**config.mk**
```make
export PLATFORM = sky130hd
export DESIGN_NAME = rq_requant
export DESIGN_NICKNAME = d
export VERILOG_FILES = /design/src/rtl/rq_pkg.sv /design/src/rtl/rq_align.sv /design/src/rtl/rq_limit.sv /design/src/rtl/rq_stage.sv /design/src/rtl/rq_requant.sv
export SDC_FILE = /design/constraint.sdc
export NUM_CORES = 1
export LEC_CHECK = 0
export BUFFER_PORTS_ARGS = -buffer_cell sky130_fd_sc_hd__clkbuf_2
export CORE_MARGIN = 1.5
export CORE_UTILIZATION = 41
export CTS_CLUSTER_DIAMETER = 80
export DETAILED_ROUTE_END_ITERATION = 12
export GPL_ROUTABILITY_DRIVEN = 0
export GPL_TIMING_DRIVEN = 0
export PLACE_DENSITY = 0.75
export SKIP_CTS_REPAIR_TIMING = 1
export SLEW_MARGIN = 20
export SYNTH_ARGS = -nofsm -noshare
export SYNTH_HDL_FRONTEND = slang
export SYNTH_HIERARCHICAL = 1
export SYNTH_SLANG_ARGS = --single-unit
export TNS_END_PERCENT = 50
```
**constraint.sdc**
```tcl
create_clock -name clk -period 2.1 [get_ports clk]
set_clock_uncertainty 0.2 [all_clocks]
set_input_delay 0.42 -clock clk [delete_from_list [all_inputs] [get_ports clk]]
set_output_delay 0.42 -clock clk [all_outputs]
set_load 0.05 [all_outputs]
```
**src/rtl/rq_pkg.sv**
```systemverilog
package rq_pkg;
  typedef enum logic [1:0] {
    RQ_TRUNC_WRAP = 2'b00,
    RQ_ROUND_WRAP = 2'b01,
    RQ_TRUNC_CLIP = 2'b10,
    RQ_ROUND_CLIP = 2'b11
  } rq_mode_e;

  function automatic logic rq_rounds(rq_mode_e m);
    return m inside {RQ_ROUND_WRAP, RQ_ROUND_CLIP};
  endfunction

  function automatic logic rq_clips(rq_mode_e m);
    return m inside {RQ_TRUNC_CLIP, RQ_ROUND_CLIP};
  endfunction
endpackage

```
**src/rtl/rq_align.sv**
```systemverilog
// Moves the binary point of the input to the output position.
// The result is one bit wider than needed, so a rounding carry is never lost.
module rq_align #(
  parameter int IN_W   = 16,
  parameter int IN_F   = 8,
  parameter int OUT_F  = 4,
  parameter bit SIGNED = 1'b1,
  localparam int RSH   = (IN_F > OUT_F) ? IN_F - OUT_F : 0,
  localparam int LSH   = (OUT_F > IN_F) ? OUT_F - IN_F : 0,
  localparam int AW    = IN_W + LSH + 1
) (
  input  logic [IN_W-1:0] x,
  input  logic            rnd,
  output logic [AW-1:0]   v
);
  logic sbit;
  assign sbit = SIGNED ? x[IN_W-1] : 1'b0;

  generate
    if (RSH > 0) begin : g_drop
      logic [AW-1:0] ext, half, sum;
      always_comb begin
        ext  = {sbit, x};
        half = AW'(1) << (RSH - 1);
        sum  = ext + (rnd ? half : '0);
        if (SIGNED) v = AW'($signed(sum) >>> RSH);
        else        v = sum >> RSH;
      end
    end else if (LSH > 0) begin : g_extend
      // rounding is meaningless here: no bits are dropped
      logic unused_rnd;
      assign unused_rnd = rnd;
      assign v = {sbit, x, {LSH{1'b0}}};
    end else begin : g_same
      logic unused_rnd;
      assign unused_rnd = rnd;
      assign v = {sbit, x};
    end
  endgenerate
endmodule

```
**src/rtl/rq_limit.sv**
```systemverilog
// Range test plus either saturation or wrap-around.
module rq_limit #(
  parameter int VW     = 17,
  parameter int OUT_W  = 8,
  parameter bit SIGNED = 1'b1
) (
  input  logic [VW-1:0]    v,
  input  logic             clip,
  output logic [OUT_W-1:0] y,
  output logic             ovf
);
  logic             fits;
  logic [OUT_W-1:0] sat;

  generate
    if (SIGNED) begin : g_s
      logic [VW-OUT_W:0] top;
      assign top  = v[VW-1:OUT_W-1];
      assign fits = (&top) | ~(|top);
      assign sat  = v[VW-1] ? {1'b1, {(OUT_W-1){1'b0}}}
                            : {1'b0, {(OUT_W-1){1'b1}}};
    end else begin : g_u
      // the aligned value is never negative, so only the upper limit is reachable
      assign fits = ~(|v[VW-1:OUT_W]);
      assign sat  = v[VW-1] ? {OUT_W{1'b0}} : {OUT_W{1'b1}};
    end
  endgenerate

  always_comb begin
    ovf = clip & ~fits;
    y   = ovf ? sat : v[OUT_W-1:0];
  end
endmodule

```
**src/rtl/rq_stage.sv**
```systemverilog
// Optional one-entry output register on a valid/ready stream.
module rq_stage #(
  parameter int W      = 9,
  parameter bit REG_EN = 1'b1
) (
  input  logic         clk,
  input  logic         rst_n,
  input  logic         s_valid,
  output logic         s_ready,
  input  logic [W-1:0] s_data,
  output logic         m_valid,
  input  logic         m_ready,
  output logic [W-1:0] m_data
);
  generate
    if (REG_EN) begin : g_reg
      logic         full;
      logic [W-1:0] held;
      assign s_ready = ~full | m_ready;
      always_ff @(posedge clk or negedge rst_n) begin
        if (!rst_n) begin
          full <= 1'b0;
          held <= '0;
        end else if (s_valid && s_ready) begin
          full <= 1'b1;
          held <= s_data;
        end else if (m_ready) begin
          full <= 1'b0;
        end
      end
      assign m_valid = full;
      assign m_data  = held;
    end else begin : g_thru
      logic unused_clk;
      assign unused_clk = clk ^ rst_n;
      assign m_valid = s_valid;
      assign s_ready = m_ready;
      assign m_data  = s_data;
    end
  endgenerate
endmodule

```
**src/rtl/rq_requant.sv**
```systemverilog
module rq_requant
  import rq_pkg::*;
#(
  parameter int IN_W   = 16,
  parameter int IN_F   = 8,
  parameter int OUT_W  = 8,
  parameter int OUT_F  = 4,
  parameter bit SIGNED = 1'b1,
  parameter bit REG_EN = 1'b1
) (
  input  logic             clk,
  input  logic             rst_n,
  input  logic             in_valid,
  output logic             in_ready,
  input  logic [IN_W-1:0]  in_data,
  input  logic [1:0]       in_mode,
  output logic             out_valid,
  input  logic             out_ready,
  output logic [OUT_W-1:0] out_data,
  output logic             out_ovf
);
  localparam int LSH = (OUT_F > IN_F) ? OUT_F - IN_F : 0;
  localparam int AW  = IN_W + LSH + 1;
  localparam int LW  = (AW > OUT_W) ? AW : OUT_W + 1;

  rq_mode_e         mode;
  logic [AW-1:0]    aligned;
  logic [LW-1:0]    widened;
  logic [OUT_W-1:0] lim_y;
  logic             lim_ovf;
  logic [OUT_W:0]   packed_q;

  assign mode = rq_mode_e'(in_mode);

  rq_align #(.IN_W(IN_W), .IN_F(IN_F), .OUT_F(OUT_F), .SIGNED(SIGNED)) u_align (
    .x(in_data), .rnd(rq_rounds(mode)), .v(aligned)
  );

  generate
    if (LW > AW) begin : g_wide
      assign widened = {{(LW-AW){SIGNED ? aligned[AW-1] : 1'b0}}, aligned};
    end else begin : g_keep
      assign widened = aligned;
    end
  endgenerate

  rq_limit #(.VW(LW), .OUT_W(OUT_W), .SIGNED(SIGNED)) u_limit (
    .v(widened), .clip(rq_clips(mode)), .y(lim_y), .ovf(lim_ovf)
  );

  rq_stage #(.W(OUT_W + 1), .REG_EN(REG_EN)) u_stage (
    .clk(clk), .rst_n(rst_n),
    .s_valid(in_valid), .s_ready(in_ready), .s_data({lim_ovf, lim_y}),
    .m_valid(out_valid), .m_ready(out_ready), .m_data(packed_q)
  );

  assign out_data = packed_q[OUT_W-1:0];
  assign out_ovf  = packed_q[OUT_W];
endmodule

```
# --- Yosys cells after proc, flatten, opt, wreduce, memory -nomap -nowiden ---
# Cells that the tools add are included.
# W data, S select, Z words.
classes:
  n_addsub: 1
  n_eq_ne: 3
  mux: 5
  bitwise_logic: 6
  n_reduce_logical: 6
op_table:
  columns: ["op", "n"]
  rows:
  - ["$add A17 B17 Y17", 1]
  - ["$mux W8", 2]
  - ["$reduce_and A6 Y1", 1]
  - ["$reduce_bool A2 Y1", 3]
  - ["$reduce_or A6 Y1", 1]
  - ["$eq A2 B2 Y1 const B", 2]
  - ["$mux W4", 1]
  - ["$not A1 Y1", 3]
  - ["$eq A2 B1 Y1 const B", 1]
  - ["$mux W1", 2]
  - ["$or A1 B1 Y1", 2]
  - ["$and A1 B1 Y1", 1]
  - ["$logic_and A1 B1 Y1", 1]
word_totals:
  regBits: 10
  inputBits: 22
  output_inout_bits: 11
  elab_cells: 23

# --- Depth between registers and ports, before layout ---
# Gate-level depths: netlist (run 1).
depth:
  word_depth: 10
  ltp_mapped: 11
  mapped_depth_nobuf: 10

# --- Hierarchy ---
# The synthesis (run 1) kept the hierarchy.
by_module_without_submodules:
  columns: ["module", "instances", "cells_each", "area_each_um2"]
  rows:
  - ["rq_stage", 1, 22, 425.4]
  - ["rq_align", 1, 38, 284.0]
  - ["rq_limit", 1, 18, 151.4]
  - ["rq_requant", 1, 2, 7.5]

# --- Least setup slack after synthesis (run 1) ---
# No wires, ideal clock.
synth_path:
  path_type: "input to register"
  from: "input port in_mode[0]"
  to: "register u_stage.g_reg.held[7] (netlist: u_stage/m_data[7])"
  setup_ns: 0.125
  t_arrival_ns: 2.300
  required_time_ns: 1.775
  path_slack_ns: -0.525
  cell_stages: 10
  path_cell_list: "clkbuf_1 > and2_1 > ha_1 > nand3_2 > nor3_2 > xor2_1 > nand4_2 > o31ai_4 > mux2_2 > mux2_4"
synth_between:
  elab_chain_len: 10
  word_cells_on_any_way: 15
  classes_between: "1 x add/sub; 3 x eq/ne; 3 x mux; 4 x bitwise; 4 x reduce/logical"
synth_lines:
  columns: ["element", "line", "source"]
  rows:
  - ["start, declared", "rq_requant.sv:16", "input logic [1:0] in_mode,"]
  - ["$eq A2 B1 Y1 or $eq A2 B2 Y1 (tied branches)", "rq_pkg.sv:10", "return m inside {RQ_ROUND_WRAP, RQ_ROUND_CLIP};"]
  - ["$reduce_bool A2 Y1 (*)", "rq_pkg.sv:10", null]
  - ["$mux W4 (*)", "rq_align.sv:25", "sum = ext + (rnd ? half : '0);"]
  - ["$add A17 B17 Y17 (*)", "rq_align.sv:25", null]
  - ["via aligned[9]", "rq_requant.sv:27", "logic [AW-1:0] aligned;"]
  - ["$reduce_or A6 Y1", "rq_limit.sv:19", "assign fits = (&top) | ~(|top);"]
  - ["$not A1 Y1", "rq_limit.sv:19", null]
  - ["$or A1 B1 Y1 (*)", "rq_limit.sv:19", null]
  - ["$not A1 Y1 (*)", "rq_limit.sv:30", "ovf = clip & ~fits;"]
  - ["$and A1 B1 Y1 (*)", "rq_limit.sv:30", null]
  - ["$mux W8 (*)", "rq_limit.sv:31", "y = ovf ? sat : v[OUT_W-1:0];"]
  - ["via lim_y[7]", "rq_requant.sv:29", "logic [OUT_W-1:0] lim_y;"]
  - ["end signal, assigned", "rq_stage.sv:26", "held <= s_data;"]
  - ["end, declared", "rq_stage.sv:18", "logic [W-1:0] held;"]
# The timed path passes the listed nets; every way through them passes the cells marked *.
# A chain may end at the register's enable or synchronous reset.

# --- Final worst setup path (run 1) ---
layout_path:
  from: "input port in_data[5]"
  to: "register u_stage.g_reg.held[7] (netlist: u_stage/m_data[7])"
layout_between:
  elab_chain_len: 7
  word_cells_on_any_way: 9
  classes_between: "1 x add/sub; 2 x mux; 4 x bitwise; 2 x reduce/logical"
layout_lines:
  columns: ["element", "line", "source"]
  rows:
  - ["start, declared", "rq_requant.sv:15", "input logic [IN_W-1:0] in_data,"]
  - ["$add A17 B17 Y17 (*)", "rq_align.sv:25", null]
  - ["via aligned[10]", "rq_requant.sv:27", null]
  - ["$reduce_or A6 Y1", "rq_limit.sv:19", null]
  - ["$not A1 Y1", "rq_limit.sv:19", null]
  - ["$or A1 B1 Y1 (*)", "rq_limit.sv:19", null]
  - ["$not A1 Y1 (*)", "rq_limit.sv:30", null]
  - ["$and A1 B1 Y1 (*)", "rq_limit.sv:30", null]
  - ["$mux W8 (*)", "rq_limit.sv:31", null]
  - ["via lim_y[7]", "rq_requant.sv:29", null]
# Marked as above.

==> metrics.md, run 1 <==
| Metric | Value |
|---|---|
| Status | finished with violations |
| Violated checks | negative setup slack |
| Synthesized cell area | 868.3 sq um |
| Pwr per Cell Area | 601.0 nW/um^2 |
| Top FF cell, synth | dfrtp_1 |
| Pins Over Slew Limit | 0 |
| Tcrit/Tclk final | 1.175 |
| RSZ-0062 raised after global routing | true |
| FILL cells | 177 |
| Row cnt | 16 |
| CTS Sinks | 10 |
| Clock transition at path regs | about 0.060 ns |
| Worst path most repeated cell | mux2_4 |
| Highest-delay cell along the critical path | o31ai_4 |
| Initial Util | 0.4381 |
| H-Tree Depth | 1 |
| N_diodes | 0 |
| I/O Buffers | 26 |
| Clock tree buffer depth | 2 |
| CP max FO | 6 |
| Sequential area share after synthesis | 0.2882 |
| DRC viols | 0 |
| Cell variety after synth | 30 |
| DRT iter0 DRCs | 3 |
| Most frequent cells in the layout | clkbuf_2 (27), mux2_4 (10), dfrtp_1 (10) |
| CTS tree | yes |
| Peak VDD IR | 0.0003246 V |
| Post-Syn Instances | 80 |
| Vias in the first global route | between 600 and 700 |
| Clk Latency, worst-skew pair | about 0.25 ns |
| Register bit count reported by yosys | 10 |
| Post-route worst setup slack | -0.3666 ns |
| Slew headroom | 0.7390 |
| Worst EP required | about 2.0 ns |
| HPWL after DPL | 1330 um |
| DRT Pass-1 Iters | 4 |
| WL/cell | 12.28 um |
| Worst Max-Slew Pin Slew | around 0.39 ns |
| Die width | just under 50 um |
| Inserted Clock Buffers | 3 |
| Share of post-route cells with drive strength above 1 | 0.6121 |
| Routed Antenna Nets | 0 |
| Setup Viol. Count Final | 9 |
| CP delay by family, top | multiplexers |
| Achievable Freq | roughly 0.4 GHz |
| GR Overflow Total | 0 |
| Layout Nets | 140 |
| Synthesis warning total | 6 |
| Core Area | approximately 2000 sq um |
| Pin count of the biggest net entering global routing | 11 |
| Die area | roughly 2400 sq um |
| Syn Area/Cell | about 11 sq um |
| Min Hold Slack | 0.2578 ns |
| Most common cell after layout, fill and taps aside | clkbuf_2 |
| Critical setup path kind | input port to register |
| Die Y | 49.02 um |
| Overall power | between 0.7 and 0.8 mW |
| Global-route wire length before repair | 2863 um |
| Mapped Nets | 103 |
| Buf/Inv on CP | 2 |
| P_leak | approximately 0.6 nW |
| EDFF count, synth | 0 |
| Max incr delay on CP | about 0.33 ns |
| Crit-path cells | clkbuf_2 > and4_1 > buf_6 > nand4_1 > xnor2_2 > nand4_2 > o31ai_4 > mux2_4 > mux2_4 |
| Via/cell ratio | 5.021 |
| Max_cap viols | 0 |
| Fin. Hold Viols | 0 |
| Ports | 33 |
| Antenna violations before repair | 0 |
| CP Launch Type | input port |
| GRT Util Overall | 0.1498 |
| CP Data Arrival Time | 2.41 ns |
| Post-synthesis async set-or-reset flop share | 1.000 |
| Root Driver | clkbuf_4 |
| Area growth syn-to-layout | 41.64% |
| Crit end category | register |
| Routed Wire Length | roughly 1800 um |
| Fin crit period | around 2.5 ns |
| DR vias | slightly above 700 |
| Worst Hold Class | input port to register |
sequential cells by signal (all words and copies together), names as in the netlist:
register and flops:
u_stage/m_data 9, u_stage/m_valid 1
Yosys cell counts (all sizes together) (3+ instances only):
master | n | area share
nand2 | 4 | 0.036
nand3 | 4 | 0.029
xnor2 | 5 | 0.050
xor2 | 6 | 0.061
clkbuf | 3 | 0.014
a21o | 7 | 0.061
mux2 | 10 | 0.17
nand4 | 6 | 0.058
dfrtp | 10 | 0.29
buf | 5 | 0.040
nor2 | 3 | 0.013
layer usage:
layer,up-vias,share of wire,global-route usage
li1,357,-,-
met3,2,0.050,0.03067
met1,335,0.44,0.1888
met4,0,0.0046,0.04286
met2,24,0.50,0.2580
met5,-,0,0
worst paths after layout:
| check | from | endpoint | slack [ns] | cells past startpoint |
|---|---|---|---|---|
| max | in_data[5] | u_stage/m_data[7] | -0.37 | 9 |
| min | in_valid | u_stage/m_valid | 0.26 | 2 |
| max reg2reg | u_stage/m_valid | u_stage/m_data[7] | 0.84 | 3 |
| min reg2reg | u_stage/m_data[8] | u_stage/m_data[8] | 0.31 | 1 |
| max in group asynchronous | rst_n | u_stage/m_data[4] | 1.13 | 2 |
| min in group asynchronous | rst_n | u_stage/m_data[5] | 0.37 | 2 |
area by class of cell:
type | count | area, sq um | share of cell area
Buffer | 8 | 53.80 | 0.04374
Clock buffer | 4 | 36.28 | 0.02950
Inverter | 1 | 3.754 | 0.003052
Multi-Input combinational cell | 61 | 674.4 | 0.5483
Sequential cell | 10 | 250.2 | 0.2035
Tap cell | 27 | 33.78 | 0.02747
Timing Repair Buffer | 32 | 177.7 | 0.1445
stage by stage:
step | area (sq um) | std cells | util | setup TNS, ns | setup WS (ns)
finish | 1230 | 143 | 0.6206 | -3.082 | -0.3666
global route | 1230 | 143 | 0.6206 | -3.816 | -0.4403
CTS | 1091 | 137 | 0.5505 | -3.643 | -0.4298
detailed placement | 1055 | 133 | 0.5322 | -6.089 | -0.7004
global placement | 1055 | 133 | 0.5322 | -5.698 | -0.6520
floorplan | 890.9 | 80 | - | -4.262 | -0.4931
worst register-to-register path: cells and delay by family (launching register included):
kind / cells / cell delay [ns]
flip-flops: 1 / 0.41
multiplexers: 1 / 0.31
AND/OR/NAND/NOR: 2 / 0.22
kinds of logic after synthesis:
logic type | synth area share
XOR/XNOR | 0.1109
AO/OA/AOI/OAI | 0.1210
AND/OR/NAND/NOR | 0.2377
flip-flops | 0.2882
buffers and inverters | 0.05907
adder cells (fa/ha/maj) | 0.01441
multiplexers | 0.1686
power by group:
part	switching, mW	internal (mW)
combinational	0.207	0.123
sequential	0.0202	0.224
clock	0.0592	0.105
No activity file was read; power rests on OpenSTA's default activity.
==> run 2, diff against run 1 <==
--- a/config.mk
+++ b/config.mk
@@ -5,14 +5,14 @@
 export SDC_FILE = /design/constraint.sdc
 export NUM_CORES = 1
 export LEC_CHECK = 0
+export ABC_AREA = 1
 export BUFFER_PORTS_ARGS = -buffer_cell sky130_fd_sc_hd__clkbuf_2
 export CORE_MARGIN = 1.5
 export CORE_UTILIZATION = 41
 export CTS_CLUSTER_DIAMETER = 80
 export DETAILED_ROUTE_END_ITERATION = 12
-export GPL_ROUTABILITY_DRIVEN = 0
 export GPL_TIMING_DRIVEN = 0
-export PLACE_DENSITY = 0.75
+export PLACE_DENSITY = 0.73
 export SKIP_CTS_REPAIR_TIMING = 1
 export SLEW_MARGIN = 20
 export SYNTH_ARGS = -nofsm -noshare
==> run 2 against run 1 <==
Against the previous run:
- the run still ends with negative setup slack left
- worst setup slack gained 0.36 ns
- clock power hardly changed
- sequential power shrank 4%
- sequential share of layout area shrank 1.4 points
- synthesized area is 15% higher
- hold slack got worse by 0.017 ns
- combinational power fell by 6.1%
- sequential cell count unchanged
- wire length increased by 23%
- non-clock buffer count shrank 4
- total power decreased by 3.4%
- highest routed layer is now met3
==> metrics.md, run 2 <==
| Metric | Value |
|---|---|
| Most frequent cells after synthesis | nand2_1 (68), nor2_1 (15), dfrtp_1 (10), inv_1 (10), nand3_2 (9) |
| Most area-consuming cells after synthesis | nand2_1 (26%), dfrtp_1 (25%), nand3_2 (9.0%) |
| Fin. Hold Viols | 0 |
| Worst Max-Slew Pin Slew | between 0.3 and 0.4 ns |
| Sw Ratio | 0.4156 |
| Antenna violations before repair | 0 |
| Dpl ws | -0.3132 ns |
| Die area | roughly 2700 sq um |
| Clock tree buffer depth | 2 |
| Achievable Freq | around 0.47 GHz |
| DRT Pass-1 Iters | 5 |
| RSZ-0062 raised after global routing | true |
| Peak VDD IR | 0.0003525 V |
| Routed Antenna Nets | 0 |
| Via/cell ratio | 4.787 |
| GRT Util Overall | 0.1661 |
| Sequential share of power | 0.331 |
| Die Y | between 50 and 60 um |
| EDFF count, synth | 0 |
| N_diodes | 0 |
| Critical setup path kind | input port to register |
| Post-route cell area | around 1300 sq um |
| Placed insts | slightly above 200 |
| Highest-delay cell along the critical path | or2_1 |
| I/O Buffers | 26 |
| Cell-internal power | between 0.4 and 0.5 mW |
| DRT iter0 DRCs | 9 |
| Pwr per Cell Area | between 500 and 600 nW/um^2 |
| HPWL after DPL | 1702 um |
| Synthesis warning total | 6 |
| Post-synthesis async set-or-reset flop share | 1.000 |
| Worst Hold Class | input port to register |
| Routed Wire Length | 2156 um |
| CP Data Arrival Time | between 2 and 2.5 ns |
| Synthesized cell area | ~1000 sq um |
| Max_cap viols | 0 |
| Hold path depth | 3 |
| Share of post-route cells with drive strength above 1 | 0.3825 |
| Post-Syn Instances | 150 |
| CP max FO | 5 |
| Crit-path cells | clkbuf_1 > nand2_2 > inv_2 > ha_4 > nand2_2 > nor2_4 > nand2_2 > xnor2_2 > or2_1 > nor2_2 > nand2_4 > nand3_4 > nand2_1 > nand2_1 > nand3_2 > nand2_1 |
| Worst EP required | around 2.1 ns |
| Violated checks | negative setup slack |
| Clock transition at path regs | roughly 0.060 ns |
| Crit end category | register |
| CP Launch Type | input port |
| Placed cell areas | between 1000 and 1500 sq um |
| Sequential area share after synthesis | 0.2500 |
| Inserted Clock Buffers | 3 |
| Pin count of the biggest net entering global routing | 11 |
| Most frequent cells in the layout | nand2_1 (64), clkbuf_2 (26), nand3_2 (10), nor2_1 (10), dfrtp_1 (10) |
| Switch Pwr | 0.2967 mW |
| WL/cell | roughly 10 um |
| Mapped Nets | between 150 and 200 |
| Status | finished with violations |
| Core Area | 2255 sq um |
| H-Tree Depth | 1 |
| Clock network power share | 0.234 |
| Tcrit/Tclk final | 1.005 |
| Pins Over Slew Limit | 0 |
| Top FF cell, synth | dfrtp_1 |
| Combinational power share | 0.435 |
| Syn Area/Cell | roughly 6.7 sq um |
| Vias in the first global route | between 900 and 1000 |
| Root Driver | clkbuf_4 |
| CTS Sinks | 10 |
| Final std cells w/o fill | 211 |
| Post-route worst setup slack | -0.01138 ns |
| Layout Nets | between 200 and 250 |
| DR vias | slightly above 1000 |
| Register bit count reported by yosys | 10 |
| Fin crit period | roughly 2.1 ns |
| Ports | 33 |
| Fin util | 0.5849 |
| DRC viols | 0 |
| Slew headroom | 0.7747 |
| Global-route wire length before repair | around 3600 um |
| Area growth syn-to-layout | 31.75% |
| Most common cell after layout, fill and taps aside | nand2_1 |
| Die width | ~52 um |
| CTS tree | yes |
| Final Wtd Congestion | a little under 0.8 |
| Setup Viol. Count Final | 4 |
| Dominant cell type by area after synthesis | nand2_1 |
| FILL cells | 243 |
| Clk Latency, worst-skew pair | 0.26 ns |
| Worst reg-to-reg path cell count | 4 |
| Count leader, synth | nand2_1 |
| Overall power | 0.7138 mW |
| GR Overflow Total | 0 |
| Max reg flops | 9 |
| Cell variety after synth | 23 |
| Synth top area share | 0.2550 |
| Max incr delay on CP | about 0.22 ns |
| P_leak | around 0.71 nW |
| Row cnt | 17 |
| Initial Util | 0.4440 |
[run 2: stage by stage]
stage	TNS, ns	hold WS, ns
after CTS	-0.3192	-0.1843
after global routing	-1.124	0.2463
after global placement	-2.097	0.08972
final	-0.01641	0.2406
after floorplan	-0.7315	-0.07559
after detailed placement	-2.640	0.09896
[run 2: layout make-up]
| class | instances | area [sq um] | area share |
|---|---|---|---|
| buffer | 8 | 68.82 | 0.05218 |
| clock buffer | 4 | 36.28 | 0.02751 |
| inverter | 10 | 37.54 | 0.02846 |
| multi-input combinational | 123 | 743.2 | 0.5636 |
| sequential | 10 | 250.2 | 0.1898 |
| tap | 28 | 35.03 | 0.02657 |
| timing repair buffer | 28 | 147.6 | 0.1120 |
[run 2: final timing paths]
kind / start / endpoint / slack (ns)
max reg2reg: u_stage/m_valid / u_stage/m_data[2] / 1.06
max in group asynchronous: rst_n / u_stage/m_data[0] / 1.15
min reg2reg: u_stage/m_data[7] / u_stage/m_data[7] / 0.27
min: in_valid / u_stage/m_data[6] / 0.24
min in group asynchronous: rst_n / u_stage/m_data[6] / 0.36
max: in_mode[0] / u_stage/m_data[2] / -0.01
[run 2: worst max-delay path: cells and delay by family]
family / cells / cell delay, ns
and+or+nand+nor: 12 / 1.21
xor gates and xnor gates: 1 / 0.15
buffers and inverters: 2 / 0.18
adders and majority gates: 1 / 0.15
[run 2: power groups by stage]
| stage | registers [mW] | clock network [mW] | logic [mW] |
|---|---|---|---|
| floorplan | 0.341 | 0 | 0.124 |
| global placement | 0.239 | 0 | 0.296 |
| detailed placement | 0.240 | 0 | 0.300 |
| CTS | 0.237 | 0.174 | 0.301 |
| global route | 0.240 | 0.182 | 0.338 |
| finish | 0.236 | 0.167 | 0.310 |
[run 2: layer usage]
layer,up-vias,routed length (um),GRT usage,part of all wire
li1,534,-,-,-
met1,455,865,0.1812,0.40
met2,21,1205,0.3271,0.56
met3,0,85,0.01143,0.039
met4,0,0,0.05983,0
met5,-,0,0,0
[run 2: logic make-up (layout without fill, tap and decap cells)]
group,count (synthesis),count (layout),synth area share
xor+xnor,6,6,0.05251
fa+ha+maj,1,1,0.01250
buf+inv,18,50,0.1063
flops,10,10,0.2500
simple gates,115,116,0.5787
==> run 3, diff against run 2 <==
--- a/config.mk
+++ b/config.mk
@@ -7,12 +7,15 @@
 export LEC_CHECK = 0
 export ABC_AREA = 1
 export BUFFER_PORTS_ARGS = -buffer_cell sky130_fd_sc_hd__clkbuf_2
+export CELL_PAD_IN_SITES_DETAIL_PLACEMENT = 0
+export CELL_PAD_IN_SITES_GLOBAL_PLACEMENT = 1
+export CORE_ASPECT_RATIO = 1.25
 export CORE_MARGIN = 1.5
-export CORE_UTILIZATION = 41
+export CORE_UTILIZATION = 37
 export CTS_CLUSTER_DIAMETER = 80
 export DETAILED_ROUTE_END_ITERATION = 12
 export GPL_TIMING_DRIVEN = 0
-export PLACE_DENSITY = 0.73
+export PLACE_DENSITY = 0.9
 export SKIP_CTS_REPAIR_TIMING = 1
 export SLEW_MARGIN = 20
 export SYNTH_ARGS = -nofsm -noshare
==> run 3 against run 2 <==
Against the previous run:
- the flow now finishes without violations
- critical path depth is 1 lower
- total power increased by 0.68%
- register-to-register slack about the same
- first-iteration DRC count decreased by 44%
- sequential power about the same
- critical path type unchanged
- combinational power grew 2%
- worst setup slack better by 0.043 ns
- utilization is 4.2 points lower
- die area is 10% higher
==> metrics.md, run 3 (same netlist as run 2, synthesis figures left out) <==
| Metric | Value |
|---|---|
| GRT Util Overall | 0.1404 |
| Global-route wire length before repair | 3318 um |
| Highest-delay cell along the critical path | or2_1 |
| CTS Sinks | 10 |
| Critical setup path kind | input port to register |
| Root Driver | clkbuf_4 |
| Overall power | about 0.72 mW |
| Tcrit/Tclk final | 0.9851 |
| Worst Max-Slew Pin Slew | ~0.40 ns |
| Achievable Freq | about 0.48 GHz |
| Clk Latency, worst-skew pair | around 0.25 ns |
| Placed insts | 209 |
| DRT iter0 DRCs | 5 |
| Ports | 33 |
| Core Area | 2502 sq um |
| Sw Ratio | 0.4128 |
| Row cnt | 20 |
| Fin crit period | roughly 2.1 ns |
| Max incr delay on CP | approximately 0.24 ns |
| Clock tree buffer depth | 2 |
| Crit-path cells | clkbuf_1 > nand2_2 > inv_2 > ha_4 > nand2_4 > nor2_4 > nand2_2 > xnor2_2 > or2_1 > nor2_2 > nand2_4 > nand4_4 > nand2_2 > nand3_1 > nand2_1 |
| Most frequent cells in the layout | nand2_1 (57), clkbuf_2 (26), nor2_1 (11) |
| Dpl ws | -0.2932 ns |
| Min Hold Slack | roughly 0.24 ns |
| CTS tree | yes |
| Post-route worst setup slack | approximately 0.031 ns |
| Vias in the first global route | roughly 870 |
| Pwr per Cell Area | about 530 nW/um^2 |
| Combinational power share | 0.441 |
| Max_cap viols | 0 |
| CP Data Arrival Time | just over 2 ns |
| GRT Max-Usage Layer | met2 |
| Grt met2 use | 0.2857 |
| Origin of the worst min-delay path | in_valid |
| Area occupied by multi-input gates | roughly 760 sq um |
| HPWL after DPL | around 1700 um |
| Status | completed |
| Register Area | between 200 and 300 sq um |
| Worst Hold Class | input port to register |
| RSZ-0062 raised after global routing | true |
| GR Util met1 | 0.1379 |
| CP Launch Type | input port |
| Max reg flops | 9 |
| FILL cells | 267 |
| Via/cell ratio | 4.638 |
| Post-route cell area | between 1000 and 1500 sq um |
| N_diodes | 0 |
| DR vias | a little over 1000 |
| Crit end category | register |
| Die width | 49.52 um |
| Final std cells w/o fill | around 220 |
| Cell-internal power | 0.4220 mW |
| Initial Util | 0.4000 |
| Peak VDD IR | about 0.00025 V |
| Die area | approximately 3000 sq um |
| DRC viols | 0 |
| Antenna violations before repair | 0 |
| DRT Pass-1 Iters | 3 |
| Clock network power share | 0.231 |
| Routed Antenna Nets | 0 |
| Clock transition at path regs | 0.06 ns |
| P_leak | 0.7277 nW |
| Share of post-route cells with drive strength above 1 | 0.4162 |
| Most common cell after layout, fill and taps aside | nand2_1 |
| Fin util | 0.5425 |
| WL/cell | ~9.7 um |
| CP max FO | 7 |
| Worst EP required | roughly 2.1 ns |
| Routed Wire Length | approximately 2100 um |
| Inserted Clock Buffers | 3 |
| I/O Buffers | 26 |
| GR Overflow Total | 0 |
| Crit path from | in_mode[0] |
| Layout Nets | between 200 and 250 |
| Pin count of the biggest net entering global routing | 11 |
| Area growth syn-to-layout | 35.62% |
| Pins Over Slew Limit | 0 |
| Placed cell areas | around 1200 sq um |
| H-Tree Depth | 1 |
| Setup Viol. Count Final | 0 |
| Switch Pwr | roughly 0.3 mW |
| RR Startpoint | u_stage/m_valid |
| Final Wtd Congestion | roughly 0.79 |
| Fin. Hold Viols | 0 |
| Sequential share of power | 0.329 |
| Worst path most repeated cell | nand2_2 |
| Slew headroom | 0.7332 |
| Die Y | between 60 and 70 um |
| Total negative setup slack | 0 ns |
| GRT met3 Usage | 0.02427 |
run 3: cell count changes in the layout (fill, tap and decap cells not counted), sizes merged:
| cell | delta |
|---|---|
| buf | +2 |
run 3: final timing paths:
kind / to / slack (ns) / cells after the start
setup reg to reg: u_stage/m_data[8] / 1.05 / 4
hold reg to reg: u_stage/m_data[2] / 0.27 / 2
hold / removal: u_stage/m_data[1] / 0.24 / 3
max in group asynchronous: u_stage/m_data[8] / 1.15 / 2
min in group asynchronous: u_stage/m_valid / 0.35 / 2
setup / recovery: u_stage/m_data[4] / 0.03 / 15
run 3: final cells by class:
class,instances,area share
multi-input cells,123,0.5604
flip-flops and latches,10,0.1843
repair buffers,30,0.1198
plain buffers,8,0.05069
well taps,33,0.03041
inverters,10,0.02765
clock buffers,4,0.02673
run 3: power by group through the flow:
stage | combinational [mW] | clock (mW) | sequential, mW
after global routing | 0.340 | 0.183 | 0.239
final | 0.317 | 0.166 | 0.236
after global placement | 0.296 | 0 | 0.239
after detailed placement | 0.300 | 0 | 0.240
after CTS | 0.301 | 0.170 | 0.237
after floorplan | 0.124 | 0 | 0.341
run 3: worst max-delay path, delay by kind of cell:
| kind | cells | cell delay [ns] |
|---|---|---|
| and+or+nand+nor | 11 | 1.12 |
| xor gates and xnor gates | 1 | 0.15 |
| buffers and inverters | 2 | 0.15 |
| adders and majority gates | 1 | 0.15 |
run 3: routing by layer:
metal | part of all wire | vias to the layer above
met2 | 0.57 | 18
met5 | 0 | -
met3 | 0.035 | 2
li1 | - | 539
met1 | 0.39 | 452
met4 | 0.0081 | 0
